`src/rtl/srp_pkg.sv`:
```
package srp_pkg;

    // Which serial-clock edge moves the data line
    typedef enum logic {
        LAUNCH_RISE = 1'b0,
        LAUNCH_FALL = 1'b1
    } launch_edge_e;

    // Level pair seen by the edge picker
    typedef struct packed {
        logic sclk;
        logic sdin;
    } serial_pins_t;

    // MSB coding: binary keeps it, two's complement flips it
    function automatic logic code_msb(input logic msb, input logic fmt_bin);
        return msb ^ ~fmt_bin;
    endfunction

endpackage

```
`src/rtl/srp_sync.sv`:
```
module srp_sync #(
    parameter int unsigned WIDTH  = 2,
    parameter int unsigned STAGES = 2
) (
    input  logic             clk,
    input  logic             rst,
    input  logic [WIDTH-1:0] d_async,
    output logic [WIDTH-1:0] q_sync
);
    logic [WIDTH-1:0] stage_q [STAGES];

    always_ff @(posedge clk) begin
        if (rst) begin
            for (int i = 0; i < int'(STAGES); i++) stage_q[i] <= '0;
        end else begin
            stage_q[0] <= d_async;
            for (int i = 1; i < int'(STAGES); i++) stage_q[i] <= stage_q[i-1];
        end
    end

    assign q_sync = stage_q[STAGES-1];
endmodule

```
`src/rtl/srp_edge.sv`:
```
module srp_edge
    import srp_pkg::*;
(
    input  logic         clk,
    input  logic         rst,
    input  logic         level_s,
    input  launch_edge_e edge_sel,
    input  logic         sel_act,
    output logic         launch
);
    logic prev_q;
    logic rise, fall;

    always_ff @(posedge clk) begin
        if (rst) prev_q <= 1'b0;
        else     prev_q <= level_s;
    end

    assign rise   = level_s & ~prev_q;
    assign fall   = ~level_s & prev_q;
    assign launch = sel_act & ((edge_sel == LAUNCH_FALL) ? fall : rise);
endmodule

```
`src/rtl/srp_shift.sv`:
```
module srp_shift #(
    parameter int unsigned W = 18,
    localparam int unsigned CNT_W = $clog2(W + 1)
) (
    input  logic             clk,
    input  logic             rst,
    input  logic             load,
    input  logic [W-1:0]     load_word,
    input  logic             launch,
    input  logic             sdin_s,
    output logic             sdout,
    output logic             err_pulse,
    output logic [CNT_W-1:0] bit_cnt
);
    localparam logic [CNT_W-1:0] CNT_FULL = CNT_W'(W);

    logic [W-1:0]     sr_q;
    logic [CNT_W-1:0] cnt_q;
    logic             err_q;
    logic             partial;

    assign partial = (cnt_q != '0) && (cnt_q < CNT_FULL);

    always_ff @(posedge clk) begin
        if (rst) begin
            sr_q  <= '0;
            cnt_q <= '0;
            err_q <= 1'b0;
        end else begin
            err_q <= load && partial;
            if (load) begin
                sr_q  <= load_word;
                cnt_q <= '0;
            end else if (launch) begin
                if (cnt_q != '0) sr_q <= {sr_q[W-2:0], sdin_s};
                if (cnt_q != CNT_FULL) cnt_q <= cnt_q + 1'b1;
            end
        end
    end

    assign sdout     = sr_q[W-1];
    assign err_pulse = err_q;
    assign bit_cnt   = cnt_q;
endmodule

```
`src/rtl/serial_result_port.sv`:
```
module serial_result_port
    import srp_pkg::*;
#(
    parameter int unsigned W           = 18,
    parameter int unsigned SYNC_STAGES = 2,
    localparam int unsigned CNT_W      = $clog2(W + 1)
) (
    input  logic         clk,
    input  logic         rst,
    input  logic [W-1:0] res_data,
    input  logic         busy,
    input  logic         cs_n,
    input  logic         sclk,
    input  logic         sdin,
    input  logic         launch_fall,
    input  logic         fmt_bin,
    output logic         sdout,
    output logic         sdout_oe,
    output logic         rd_err
);
    serial_pins_t     pins_s;
    logic             busy_q;
    logic             load;
    logic             launch;
    logic [W-1:0]     load_word;
    logic [CNT_W-1:0] bit_cnt;
    launch_edge_e     edge_sel;

    srp_sync #(.WIDTH(2), .STAGES(SYNC_STAGES)) u_sync (
        .clk     (clk),
        .rst     (rst),
        .d_async ({sclk, sdin}),
        .q_sync  (pins_s)
    );

    always_ff @(posedge clk) begin
        if (rst) busy_q <= 1'b0;
        else     busy_q <= busy;
    end

    assign load      = busy_q & ~busy;
    assign load_word = {code_msb(res_data[W-1], fmt_bin), res_data[W-2:0]};
    assign edge_sel  = launch_edge_e'(launch_fall);

    srp_edge u_edge (
        .clk      (clk),
        .rst      (rst),
        .level_s  (pins_s.sclk),
        .edge_sel (edge_sel),
        .sel_act  (~cs_n),
        .launch   (launch)
    );

    srp_shift #(.W(W)) u_core (
        .clk       (clk),
        .rst       (rst),
        .load      (load),
        .load_word (load_word),
        .launch    (launch),
        .sdin_s    (pins_s.sdin),
        .sdout     (sdout),
        .err_pulse (rd_err),
        .bit_cnt   (bit_cnt)
    );

    assign sdout_oe = ~cs_n;
endmodule

```
`config.mk`:
```
export PLATFORM = sky130hd
export DESIGN_NAME = serial_result_port
export DESIGN_NICKNAME = d
export VERILOG_FILES = /design/src/rtl/srp_pkg.sv /design/src/rtl/srp_sync.sv /design/src/rtl/srp_edge.sv /design/src/rtl/srp_shift.sv /design/src/rtl/serial_result_port.sv
export SDC_FILE = /design/constraint.sdc
export NUM_CORES = 1
export LEC_CHECK = 0
export CAP_MARGIN = 20
export CORE_ASPECT_RATIO = 1.1
export CORE_MARGIN = 2
export CORE_UTILIZATION = 54
export DETAILED_ROUTE_END_ITERATION = 16
export GPL_TIMING_DRIVEN = 0
export PLACE_DENSITY = 0.83
export SLEW_MARGIN = 10
export SYNTH_ARGS = -nofsm -noshare
export SYNTH_HDL_FRONTEND = slang
export SYNTH_HIERARCHICAL = 1
export SYNTH_SLANG_ARGS = --single-unit
```
`constraint.sdc`:
```
create_clock -name clk -period 2.8 [get_ports clk]
set_clock_uncertainty 0.2 [all_clocks]
set_input_delay 0.42 -clock clk [delete_from_list [all_inputs] [get_ports clk]]
set_output_delay 0.42 -clock clk [all_outputs]
set_load 0.01 [all_outputs]
```
==> results.txt <==
The largest fanout of any net on the critical path came out at 10. The post-synthesis instance area is 1424 um^2. 29 I/O pins were placed. The number of global-route vias before repair was approximately 1.4k. The post-route DRC violation count came out at 0. The total cell area at the placement stage came out at roughly 1700 um^2. The largest buffer count on any clock path came out at 2. The worst-case IR drop observed on VDD is 0.3226 mV.

The initial antenna violation count was 0. The area fraction in compound gates after synthesis came out at 28.12%. The layout overhead on the synthesized area came out at 26.01%. The routed layout has 1335 vias. The total of hold buffers inserted after clock tree synthesis came out at 0. The static leakage power came out at about 0.7 nW. The number of clock sinks is 30. The endpoint kind of the worst setup timing path is a flop. The number of levels the H-tree was split into came out at 2. The length of the first detailed-routing pass in iterations is 4.

The endpoint arrival time on the critical path came out at 2130 ps. Across all setup checks in the final design, the least slack found is between 600 and 700 ps. The final setup violation count is 0.

The utilization after layout is 71.88%. The maximum number of pins on one net before global-route repair is 11. The area fraction of the dominant cell type after synthesis is 42.18%. In the final routed layout, each cell accounts on average for approximately 15 um.

The fraction of synthesized cell area in xor and xnor cells is between 1.5 and 2%. The global placement routability congestion came out at 0.7648. The critical path goes through clkdlybuf4s50_1 -> nand4bb_1 -> nand2_1 -> clkbuf_1 -> a31oi_1 -> a221oi_1. The share of synthesized area spent on multiplexers is 0%. The wire length of the first global-routing pass is approximately 5.7 mm.

The total clock buffers created by CTS is 5. Global routing finished with a remaining overflow of 0. The part of the Yosys area used for sequential elements came out at 42.18%.

Detailed placement finished with a half-perimeter wire length of ~2.4 mm. The transition at the pin with the smallest max-transition slack is 572.7 ps. The number of slew-limit violations in the final report came out at 0. The clock period minus worst slack is 2112 ps. Among all stages on the critical path, the largest delay is contributed by clkdlybuf4s50_1. STA classifies the critical path startpoint as a primary input. Timing would allow up to 473.5 MHz. Synthesis produced 158 cells. The adder-cell share of the synthesized area came out at 2.636%.

Adding up every negative setup slack in the final design gives 0 ps. The sum of buffers and inverters on the critical path came out at 2. The synthesized design contains 30 register bits. In this run, the number of DRC markers left after iteration 0 of detailed routing was 31. The area of the core came out at 2496 um^2. The critical path required time is 2810 ps. In the post-synthesis netlist, the biggest area contributors are dfxtp_1, a221oi_1, a31oi_1, o21ai_1, inv_1. The type of the most critical hold path is flop to flop. The number of warnings issued by yosys is 6. The setup fix buffers added after clock tree synthesis is 0. Post-CTS repair changed the size of 0 cells.

The post-route cell area came out at 1794 um^2. The die span in y is ~58 um. TritonCTS built the clock tree. The largest delay contributor family on the critical path is buffers and inverters.

The share of final-layout standard cells stronger than drive strength 1 came out at under 10%. Setup repair after global routing left no endpoint under its margin. The number of buffers added on ports came out at 28. The master cell of the clock root buffer is clkbuf_4. The later pin in the worst-skew pair is clocked with a latency of around 320 ps. The number of violations of the max-capacitance limit came out at 0. The final cycle utilization of the critical path is 75.42%. The startpoint-to-endpoint class of the critical path is primary input to flop. Synthesis instantiated 31 different standard cells from the library. The synthesized netlist devotes around 13% of its cell area to simple gates. The via-per-instance ratio is 5.987. The chip width came out at approximately 53 um. At the placement stage, the worst setup path has a slack of 384.1 ps. For this run, the slowest stage of the critical path takes approximately 420 ps. The tightest hold path in the finished design has a slack of 266.9 ps. The final hold violation count came to 0.

Dividing total power by cell area gives a power density of 452.7 nW/um^2. The die covers 3064 um^2. The number of nets in the synthesized netlist came out at 187. The number of nets with antenna violations after routing is 0. The final wirelength is 3.425 mm. The number of core rows is 19. By area, the combinational part of the netlist is dominated by compound AO/OA/AOI/OAI gates. The initial utilization of the core area, before any placement, comes to between 50% and 60%. The diode insertion count for antenna repair is 0.

Global routing used 25.37% of the available tracks. After the last flow step, the layout net total stands at 222. The worst slew slack as a fraction of its limit came out at 61.66%. The clock transition at the registers of the reported paths came out at 90 ps. The run finished with clean final reports. In this run the mean area of a mapped cell was 9.012 um^2. Of all cell types, the one taking the most synthesized area is dfxtp_1.
==> logic make-up after synthesis <==
kind of cell	Yosys count
compound gates	61
buf+inv	38
flops	30
simple gates	23
xor+xnor	3
fa+ha+maj	3
==> metrics by stage <==
| step | std cells | power, mW |
|---|---|---|
| 2_1_floorplan | 158 | 0.5137 |
| 3_3_place_gp | 217 | 0.5638 |
| 3_5_place_dp | 217 | 0.5692 |
| 4_1_cts | 223 | 0.8177 |
| 5_1_grt | 223 | 0.8507 |
| 6_report | 223 | 0.8122 |
==> power breakdown <==
group	leakage (nW)	internal, mW	switching, mW
Combinational	0.417	0.0602	0.0477
Clock	0.0302	0.113	0.139
Sequential	0.245	0.444	0.00850
Total	0.693	0.617	0.195
==> routing by layer <==
| layer | GRT usage [%] | wire [um] |
|---|---|---|
| met1 | 27.26 | 1452 |
| met2 | 44.46 | 1732 |
| met3 | 8.505 | 203 |
| met4 | 10.99 | 36 |
| met5 | 0 | 0 |
==> cells in the mapped netlist (all sizes together) <==
master,count
clkbuf,8
o21ai,21
nand4bb,2
and4bb,1
xor2,2
buf,7
nand4b,1
a221oi,18
a21oi,3
nor2,2
or2,1
o31a,1
nand4,2
inv,23
nand2,1
dfxtp,30
nand3,2
nor2b,7
or4,1
nor4b,2
or4b,1
ha,3
xnor2,1
a31oi,18
==> final cells by class <==
| cell class | instances | area [um^2] |
|---|---|---|
| Clock buffer | 6 | 51.30 |
| Buffer | 15 | 92.59 |
| Sequential cell | 30 | 600.6 |
| Tap cell | 31 | 38.79 |
| Multi-Input combinational cell | 90 | 644.4 |
| Inverter | 23 | 86.33 |
| Timing Repair Buffer | 28 | 280.3 |
| Fill cell | 198 | 701.9 |
==> registers in the layout, summed over array words and instances, names as in the netlist <==
name              count
u_core/sr_q          18
u_core/bit_cnt        5
u_sync/stage_q        4
busy_q                1
u_core/err_pulse      1
u_edge/prev_q         1
==> path summary, 6_finish.rpt <==
kind / cells after the start / end / startpoint / slack [ps]
min: 1 / u_sync/stage_q[0][2]$_SDFF_PP0_ / u_sync/stage_q[0][0]$_SDFF_PP0_ / 270
min reg2reg: 1 / u_sync/stage_q[0][2]$_SDFF_PP0_ / u_sync/stage_q[0][0]$_SDFF_PP0_ / 270
max reg2reg: 6 / u_core/sr_q[3]$_SDFFE_PP0P_ / u_core/bit_cnt[0]$_SDFFE_PP0P_ / 760
max: 6 / u_core/sr_q[3]$_SDFFE_PP0P_ / launch_fall / 690
==> placed cells by master (no fill, tap or decap), drive strengths merged, types with 7 or more instances in the layout <==
cell / n
a221oi: 18
a31oi: 18
buf: 7
clkbuf: 14
clkdlybuf4s50: 28
dfxtp: 30
inv: 23
nor2b: 7
o21ai: 21
Note: power is estimated with default switching activity, not from simulation.
